$ cat config.mk
export PLATFORM = sky130hd
export DESIGN_NAME = xfer_if_mutex
export DESIGN_NICKNAME = d
export VERILOG_FILES = /design/src/rtl/xfer_if_mutex.sv
export SDC_FILE = /design/constraint.sdc
export NUM_CORES = 1
export LEC_CHECK = 0
export ABC_AREA = 1
export CAP_MARGIN = 15
export CORE_MARGIN = 2
export CORE_UTILIZATION = 35
export CTS_BUF_LIST = sky130_fd_sc_hd__clkbuf_4 sky130_fd_sc_hd__clkbuf_8
export CTS_CLUSTER_DIAMETER = 200
export DETAILED_ROUTE_END_ITERATION = 8
export GPL_TIMING_DRIVEN = 0
export MAX_ROUTING_LAYER = met4
export SETUP_SLACK_MARGIN = 0.1
export SYNTH_ARGS = -nofsm -noshare
export SYNTH_HDL_FRONTEND = slang
export SYNTH_SLANG_ARGS = --single-unit
$ cat constraint.sdc
create_clock -name clk_i -period 2.7 [get_ports clk_i]
set_clock_uncertainty 0.05 [all_clocks]
set_input_delay 0.54 -clock clk_i [delete_from_list [all_inputs] [get_ports clk_i]]
set_output_delay 0.54 -clock clk_i [all_outputs]
set_load 0.03 [all_outputs]
$ cat src/rtl/xfer_if_mutex.sv
module xfer_if_mutex #(
  parameter int TOKEN_WORDS = 4,
  parameter int DW          = 32,
  parameter int TGT_W       = 30,
  parameter logic [7:0] MB_TRUE  = 8'h96,
  parameter logic [7:0] MB_FALSE = 8'h69,
  localparam int NREGS = 4 + TOKEN_WORDS,
  localparam int IDX_W = $clog2(NREGS)
) (
  input  logic                      clk_i,
  input  logic                      rst_ni,
  input  logic                      busy_i,
  input  logic                      sw_claim_we_i,
  input  logic [7:0]                sw_claim_wdata_i,
  output logic [7:0]                sw_claim_rdata_o,
  input  logic                      tap_claim_we_i,
  input  logic [7:0]                tap_claim_wdata_i,
  output logic [7:0]                tap_claim_rdata_o,
  input  logic                      sw_reg_we_i,
  input  logic [IDX_W-1:0]          sw_reg_idx_i,
  input  logic [DW-1:0]             sw_reg_wdata_i,
  input  logic                      tap_reg_we_i,
  input  logic [IDX_W-1:0]          tap_reg_idx_i,
  input  logic [DW-1:0]             tap_reg_wdata_i,
  output logic                      wen_o,
  output logic                      start_o,
  output logic                      ctrl_o,
  output logic [TGT_W-1:0]          target_o,
  output logic [DW-1:0]             vtest_o,
  output logic [TOKEN_WORDS*DW-1:0] token_o
);

  typedef enum logic [1:0] {OWN_NONE = 2'b00, OWN_SW = 2'b01, OWN_TAP = 2'b10} owner_e;

  localparam logic [IDX_W-1:0] IDX_START = IDX_W'(0);
  localparam logic [IDX_W-1:0] IDX_CTRL  = IDX_W'(1);
  localparam logic [IDX_W-1:0] IDX_TGT   = IDX_W'(2);
  localparam logic [IDX_W-1:0] IDX_VT    = IDX_W'(3);

  owner_e owner_q, owner_d;

  always_comb begin
    owner_d = owner_q;
    unique case (owner_q)
      OWN_NONE: begin
        if (sw_claim_we_i && sw_claim_wdata_i == MB_TRUE)        owner_d = OWN_SW;
        else if (tap_claim_we_i && tap_claim_wdata_i == MB_TRUE) owner_d = OWN_TAP;
      end
      OWN_SW:  if (sw_claim_we_i && sw_claim_wdata_i == 8'h00)   owner_d = OWN_NONE;
      OWN_TAP: if (tap_claim_we_i && tap_claim_wdata_i == 8'h00) owner_d = OWN_NONE;
      default: owner_d = OWN_NONE;
    endcase
  end

  always_ff @(posedge clk_i or negedge rst_ni)
    if (!rst_ni) owner_q <= OWN_NONE;
    else         owner_q <= owner_d;

  assign sw_claim_rdata_o  = (owner_q == OWN_SW)  ? MB_TRUE : MB_FALSE;
  assign tap_claim_rdata_o = (owner_q == OWN_TAP) ? MB_TRUE : MB_FALSE;
  assign wen_o = (owner_q != OWN_NONE) && !busy_i;

  logic            sw_acc, tap_acc, wr_en;
  logic [IDX_W-1:0] wr_idx;
  logic [DW-1:0]    wr_data;

  assign sw_acc  = sw_reg_we_i  && wen_o && (owner_q == OWN_SW);
  assign tap_acc = tap_reg_we_i && wen_o && (owner_q == OWN_TAP);
  assign wr_en   = sw_acc || tap_acc;
  assign wr_idx  = sw_acc ? sw_reg_idx_i   : tap_reg_idx_i;
  assign wr_data = sw_acc ? sw_reg_wdata_i : tap_reg_wdata_i;

  logic start_q, ctrl_q;
  logic [TGT_W-1:0] tgt_q;
  logic [DW-1:0]    vt_q;

  always_ff @(posedge clk_i or negedge rst_ni) begin
    if (!rst_ni) begin
      start_q <= 1'b0;
      ctrl_q  <= 1'b0;
      tgt_q   <= '0;
      vt_q    <= '0;
    end else begin
      start_q <= wr_en && wr_idx == IDX_START && wr_data[0];
      if (wr_en && wr_idx == IDX_CTRL && wr_data[0]) ctrl_q <= 1'b1;
      if (wr_en && wr_idx == IDX_TGT) tgt_q <= wr_data[TGT_W-1:0];
      if (wr_en && wr_idx == IDX_VT)  vt_q  <= wr_data;
    end
  end

  for (genvar k = 0; k < TOKEN_WORDS; k++) begin : g_tok
    logic [DW-1:0] word_q;
    always_ff @(posedge clk_i or negedge rst_ni)
      if (!rst_ni) word_q <= '0;
      else if (wr_en && wr_idx == IDX_W'(4 + k)) word_q <= wr_data;
    assign token_o[k*DW +: DW] = word_q;
  end

  assign start_o  = start_q;
  assign ctrl_o   = ctrl_q;
  assign target_o = tgt_q;
  assign vtest_o  = vt_q;

  AST_SW_WINS_FREE: assert property (@(posedge clk_i) disable iff (!rst_ni)
    (sw_claim_we_i && sw_claim_wdata_i == MB_TRUE && sw_claim_rdata_o == MB_FALSE &&
     tap_claim_rdata_o == MB_FALSE) |=> sw_claim_rdata_o == MB_TRUE);

  AST_HOLDER_KEEPS: assert property (@(posedge clk_i) disable iff (!rst_ni)
    (tap_claim_rdata_o == MB_TRUE && !(tap_claim_we_i && tap_claim_wdata_i == 8'h00))
    |=> tap_claim_rdata_o == MB_TRUE);

  AST_SINGLE_OWNER: assert property (@(posedge clk_i) disable iff (!rst_ni)
    !(sw_claim_rdata_o == MB_TRUE && tap_claim_rdata_o == MB_TRUE));

  AST_BUSY_FREEZES: assert property (@(posedge clk_i) disable iff (!rst_ni)
    busy_i |=> ($stable(target_o) && $stable(vtest_o) && $stable(token_o) && $stable(ctrl_o)));

  AST_START_GATED: assert property (@(posedge clk_i) disable iff (!rst_ni)
    start_o |-> $past(wen_o));

  AST_CTRL_STICKY: assert property (@(posedge clk_i) disable iff (!rst_ni)
    ctrl_o |=> ctrl_o);

  AST_WEN_OWNED: assert property (@(posedge clk_i) disable iff (!rst_ni)
    wen_o |-> (!busy_i && (sw_claim_rdata_o == MB_TRUE || tap_claim_rdata_o == MB_TRUE)));

endmodule

==> results of run 1 <==
-- logic make-up (layout without fill, tap and decap cells) --
logic type             after synthesis  in the layout
AOI/OAI and AO/OA                    1              1
buffers and inverters               94            428
DFF                                194            194
other                                0              1
and+or+nand+nor                    743            743
-- state kept, by name, summed over array words and instances (netlist names) --
| name | flops |
|---|---|
| target_o | 30 |
| g_tok.word_q | 128 |
| vtest_o | 32 |
| start_o | 1 |
| owner_q | 2 |
| ctrl_o | 1 |
-- final cells by class --
| type | instances | area, sq um | share of cell area |
|---|---|---|---|
| inverter | 16 | 60.1 | 0.00486 |
| multi-input combinational | 744 | 3120 | 0.253 |
| buffer | 78 | 449 | 0.0364 |
| clock inverter | 15 | 164 | 0.0133 |
| tap | 319 | 399 | 0.0323 |
| clock buffer | 17 | 234 | 0.0190 |
| timing repair buffer | 302 | 3060 | 0.248 |
| sequential | 194 | 4850 | 0.393 |
| antenna | 1 | 2.50 | 0.000203 |
-- cell usage after synthesis (all sizes together) --
library cell	instances
and2	2
and3	1
buf	78
dfrtp	194
inv	16
nand2	514
nand3	192
nand3b	2
nand4	2
nor2	28
o21ai	1
or2	2
-- where the power goes --
| part | internal, uW | switching [uW] | total, uW |
|---|---|---|---|
| sequential | 2950 | 31.0 | 2980 |
| clock | 702 | 1210 | 1910 |
| combinational | 315 | 493 | 807 |
| total | 3970 | 1730 | 5700 |
-- metal layers --
metal	up-vias	part of all wire	routed length [um]	GRT usage
met3	37	0.068	2130	0.0544
met5	-	0	0	-
li1	3897	-	-	-
met4	0	0.022	694	0.0777
met1	3871	0.44	13800	0.331
met2	305	0.47	14700	0.400
-- cell usage in the layout, fill, tap and decap left out --
master           netlist  layout
inv_12                 0       1
inv_6                  0       3
and2_0                 2       2
clkbuf_8               0      17
buf_2                 47      47
inv_8                  0       3
nand2_1              514     513
buf_16                 0       1
nand2_2                0       1
buf_8                  0       1
nand3_1              192     192
clkinv_8               0       3
and3_1                 1       1
buf_1                  6       3
nor2_1                20      19
clkbuf_2               0       3
dlygate4sd2_1          0       3
buf_4                 25      25
nand3b_1               2       2
dlymetal6s2s_1         0       9
o21ai_2                1       1
or2_2                  2       2
inv_1                 13      13
clkinv_4               0       3
clkdlybuf4s50_1        0     288
clkinv_2               0       1
nor2_2                 3       3
nand4_1                2       2
diode_2                0       1
inv_2                  3       3
clkinvlp_4             0       1
nor2_4                 5       6
dfrtp_1              194     194
-- worst paths after layout --
path | end | from | slack (ns)
hold / removal | target_o[29] | rst_ni | -0.01
max in group asynchronous | target_o[15] | rst_ni | 1.60
min in group clk_i | g_tok[2].word_q[13] | g_tok[2].word_q[13] | 0.43
setup / recovery | tap_claim_rdata_o[0] | owner_q[1] | 0.19
setup reg to reg | g_tok[1].word_q[14] | owner_q[0] | 0.39
hold reg to reg | g_tok[2].word_q[13] | g_tok[2].word_q[13] | 0.43
-- per-stage QoR --
step	instance area (sq um)	total power (uW)	hold WS, ns
global route	12300	5920	0.0283
floorplan	8470	3400	0.194
detailed placement	11900	3850	0.407
global placement	11900	3850	0.403
CTS	12300	5760	0.00264
finish	12300	5700	-0.0127
==> flow_metrics.tcl, run 1 <==
set metrics [dict create \
    status "finished, violations left" \
    violations "negative hold slack" \
    yosysUniqueCellTypes 17 \
    firstDrtPassIters 5 \
    path_clk_slew_ns 0.11 \
    drv_slew 0 \
    cp_cell_sequence "inv_2 -> nor2_4 -> inv_2 -> clkdlybuf4s50_1" \
    final-setup-viol-count 0 \
    cp.required_ns 2.11 \
    synth-seq-cells 194 \
    yosys_warnings 0 \
    cts_buffer_depth 2 \
    tritoncts "done" \
    post_cts_resized 5 \
    setup-tns-final_ns 0 \
    leakagePower_uw 0.00648 \
    max_stage_delay_ns 0.70 \
    crit_top_cell "inv_2" \
    holdBufCountCts 0 \
    rsz0062_at_grt "false" \
    post_cts_buffers 0 \
    period_needed_ns 2.51 \
    clock.fmax_mhz 399 \
    fill_cells 2331 \
    period_share 0.929 \
    core-area_sq_um 23600 \
    synth-simple-area-share 0.366 \
    die-area_sq_um 25500 \
    num_vias 8110 \
    io_buffers 301 \
    place_ws_ns -0.294 \
    grt_use_total 0.254 \
    critPathTopFamily "buffers and inverters" \
    synth_compound_area_frac 0.00103 \
    grt_max_degree 114 \
    finalHoldViolations 3 \
    area_delta_synth_final_pct 45.8 \
    antenna_found_initial 1 \
    drt-wirelength-per-cell_um 18.5 \
    worst-path-buf-inv 3 \
    initial_core_util 0.359 \
    drive_gt1_frac 0.0915 \
    gr-total-overflow 0 \
    synthesis.area_sq_um 8470 \
    root_buffer "clkbuf_8" \
    std_cell_rows 56 \
    synthAdderAreaFrac 0 \
    first_iter_violations 475 \
    antenna_left 0 \
    tightestPinTransition_ns 0.643 \
    synth-seq-area-share 0.573 \
    grt_pass1_vias 8113 \
    muxShareOfSynthArea 0 \
    cp-start-kind "flip-flop" \
    critPathMaxFanout 6 \
    place.gp.congestion 0.858 \
    cts_buffers 17 \
    die_h_um 160 \
    synth_top_area_frac 0.573 \
    drc 0 \
    slew_headroom 0.572 \
    max_cap_viol_count 0 \
    power.density_cell_area_nw_per_um2 462 \
    setup_slack_ns 0.192 \
    cp_data_arrival_time_ns 1.92 \
    synth.net_count 1125 \
    io_pins 302 \
    avgSynthCellArea_sq_um 8.21 \
    finalNetCount 1446 \
    yosys-top-cells-area "dfrtp_1 (57%), nand2_1 (23%), nand3_1 (11%)" \
    setup.worst_path.class "flip-flop to output port" \
    cp.depth 4 \
    r2r.worst_path.cells 11 \
    final_cell_count_no_fill 1686 \
    clk-insertion-delay-late_ns 0.47 \
    grt_first_pass_wirelength_um 48200 \
    yosysTopAreaCell "dfrtp_1" \
    slowest_stage "clkdlybuf4s50_1" \
    synthXorXnorAreaFrac 0 \
    syn_inst 1032 \
    whs_ns -0.0127 \
    hold_class "input pin to asynchronous set/reset pin" \
    post-route-util 0.523 \
    viasPerCell 4.81 \
    setup.worst_path.end_class "output port" \
    ctsHtreeMaxLevel 4 \
    synth_top_family_by_area "simple AND/OR/NAND/NOR gates" \
    ir_drop_mv 0.247 \
    dieWidth_um 160 \
    cts.sinks 194 \
    finalWirelength_um 31300 \
    place.detailed.hpwl_um 22700 \
    dpl.cell_count 1653 \
]
Note: power is estimated with default switching activity, not from simulation.
==> run 2: changes to the inputs <==
- CAP_MARGIN: 15 -> 25
- CELL_PAD_IN_SITES_DETAIL_PLACEMENT: unset -> 1
- CELL_PAD_IN_SITES_GLOBAL_PLACEMENT: unset -> 1
- CTS_BUF_LIST: sky130_fd_sc_hd__clkbuf_4 sky130_fd_sc_hd__clkbuf_8 -> sky130_fd_sc_hd__clkbuf_16
- PLACE_DENSITY_LB_ADDON: unset -> 0.1
==> run 2 against run 1 <==
  * The flow now finishes without violations
  * Global-route usage rose by 0.92 points
  * Clock-buffer cell count did not move
  * Die area did not move
  * Via count rose by 2.5%
  * Hold slack improved by 0.12 ns
  * Total power rose by 10%
  * Critical path depth rose by 1
  * Clock power rose by 31%
  * Maximum frequency rose by 0.24%
  * Sequential power barely moved
  * Critical path type unchanged
  * Critical endpoint is now tap_claim_rdata_o[5]
==> flow_metrics.tcl, run 2 (synthesis results as in run 1) <==
set metrics [dict create \
    drv_slew 0 \
    grt_pass1_vias 8729 \
    finalHoldViolations 0 \
    leakagePower_uw 0.00646 \
    layout_commonest_cell "nand2_1" \
    setup.worst_path.class "flip-flop to output port" \
    reg2reg_to "g_tok[1].word_q[13]" \
    r2r-start "owner_q[0]" \
    multi_input_area_sq_um 3120 \
    firstDrtPassIters 4 \
    grt_first_pass_wirelength_um 50400 \
    worstSetupStartpoint "owner_q[1]" \
    ctsHtreeMaxLevel 4 \
    drt-wirelength-per-cell_um 19.3 \
    place_ws_ns -0.263 \
    power.density_cell_area_nw_per_um2 503 \
    period_share 0.927 \
    top_register "g_tok.word_q" \
    area_delta_synth_final_pct 47.6 \
    cp-start-kind "flip-flop" \
    ff2ff_setup_slack_ns 0.33 \
    final-setup-viol-count 0 \
    cp.required_ns 2.11 \
    rsz0062_at_grt "false" \
    place.detailed.hpwl_um 24000 \
    die_h_um 160 \
    period_needed_ns 2.50 \
    initial_core_util 0.359 \
    grt_max_degree 109 \
    status "completed" \
    cts_buffers 17 \
    cp_data_arrival_time_ns 1.91 \
    root_buffer "clkbuf_16" \
    slew_headroom 0.431 \
    fin_area_sq_um 12500 \
    hold_class "input pin to asynchronous set/reset pin" \
    largest_reg_flops 128 \
    clkPwrFrac 0.397 \
    gr-usage-met1 0.324 \
    max_cap_viol_count 0 \
    cts.sinks 194 \
    first_iter_violations 379 \
    tightestPinTransition_ns 0.853 \
    std_cell_rows 56 \
    ir_drop_mv 0.320 \
    dieWidth_um 160 \
    antenna_found_initial 1 \
    io_buffers 301 \
    grt_use_total 0.264 \
    tritoncts "done" \
    top_usage_layer "met2" \
    p_int_uw 4500 \
    switching_power_uw 1790 \
    die-area_sq_um 25500 \
    fill_cells 2873 \
    clock.fmax_mhz 400 \
    cts_buffer_depth 2 \
    regArea_sq_um 4850 \
    viasPerCell 4.93 \
    swShare 0.285 \
    core-area_sq_um 23600 \
    clk-insertion-delay-late_ns 0.43 \
    io_pins 302 \
    final_cell_mix "nand2_1 (513), clkdlybuf4s50_1 (299), dfrtp_1 (194)" \
    gr-total-overflow 0 \
    critPathMaxFanout 6 \
    finalNetCount 1446 \
    placed_area_sq_um 11900 \
    p_seq_frac 0.474 \
    setup.worst_path.end_class "output port" \
    r2r.worst_path.cells 11 \
    post-route-util 0.529 \
    combPwrFrac 0.129 \
    whs_ns 0.104 \
    drc 0 \
    finalWirelength_um 32600 \
    num_vias 8314 \
    place.gp.congestion 0.804 \
    holdBufCountCts 0 \
    setup_slack_ns 0.198 \
    drive_gt1_frac 0.0893 \
    grt_util_met3 0.0633 \
    path_clk_slew_ns 0.08 \
    antenna_left 0 \
    grt_util_met2 0.437 \
]
[run 2: cell count changes in the layout (fill, tap and decap cells not counted), sizes merged]
cell	previous run	this run
dlymetal6s2s	9	1
clkinv	7	4
dlygate4sd2	3	0
inv	23	27
clkdlybuf4s50	288	299
clkinvlp	1	0
[run 2: how the worst max path moves through the flow]
stage	to
4_1_cts	tap_claim_rdata_o[6]
3_5_place_dp	g_tok[0].word_q[25]
5_1_grt	g_tok[1].word_q[23]
2_1_floorplan	target_o[0]
3_3_place_gp	g_tok[1].word_q[16]
6_report	tap_claim_rdata_o[5]
[run 2: repair_timing]
item                       in CTS  in global routing
setup buffers                   0                  0
setup endpoints to repair       8                 49
pin swaps                       0                  0
resized for setup               2                  5
[run 2: per-layer routing]
metal	routed length, um	up-vias
met1	13800	4154
li1	-	3885
met3	2100	34
met4	539	0
met5	0	-
met2	16100	241
[run 2: per-stage QoR]
step	power [uW]	setup TNS (ns)	cells
after detailed placement	3860	-26.69	1653
after floorplan	3400	0	1032
after CTS	6350	0	1685
after global routing	6520	0	1686
after global placement	3840	-1471.01	1652
final	6290	0	1686
[run 2: area by class of cell]
cell class / instances / area share
buffer: 78 / 0.0361
timing repair buffer: 302 / 0.244
clock buffer: 17 / 0.0340
antenna: 1 / 0.000200
clock inverter: 15 / 0.0114
sequential: 194 / 0.388
inverter: 16 / 0.00480
multi-input combinational: 744 / 0.249
tap: 319 / 0.0319
[run 2: critical path, cell delays in order (launching register included)]
cell and delay, ns:
dfrtp_1 0.42, inv_2 0.07, nor2_4 0.18, inv_2 0.09, buf_4 0.13, clkdlybuf4s50_1 0.58
[run 2: power by group through the flow]
stage	Sequential (uW)	Clock (uW)	Combinational, uW
after global routing	2990	2660	876
after global placement	3040	0	803
after CTS	2980	2550	825
final	2980	2500	813
after floorplan	3120	0	273
after detailed placement	3040	0	821
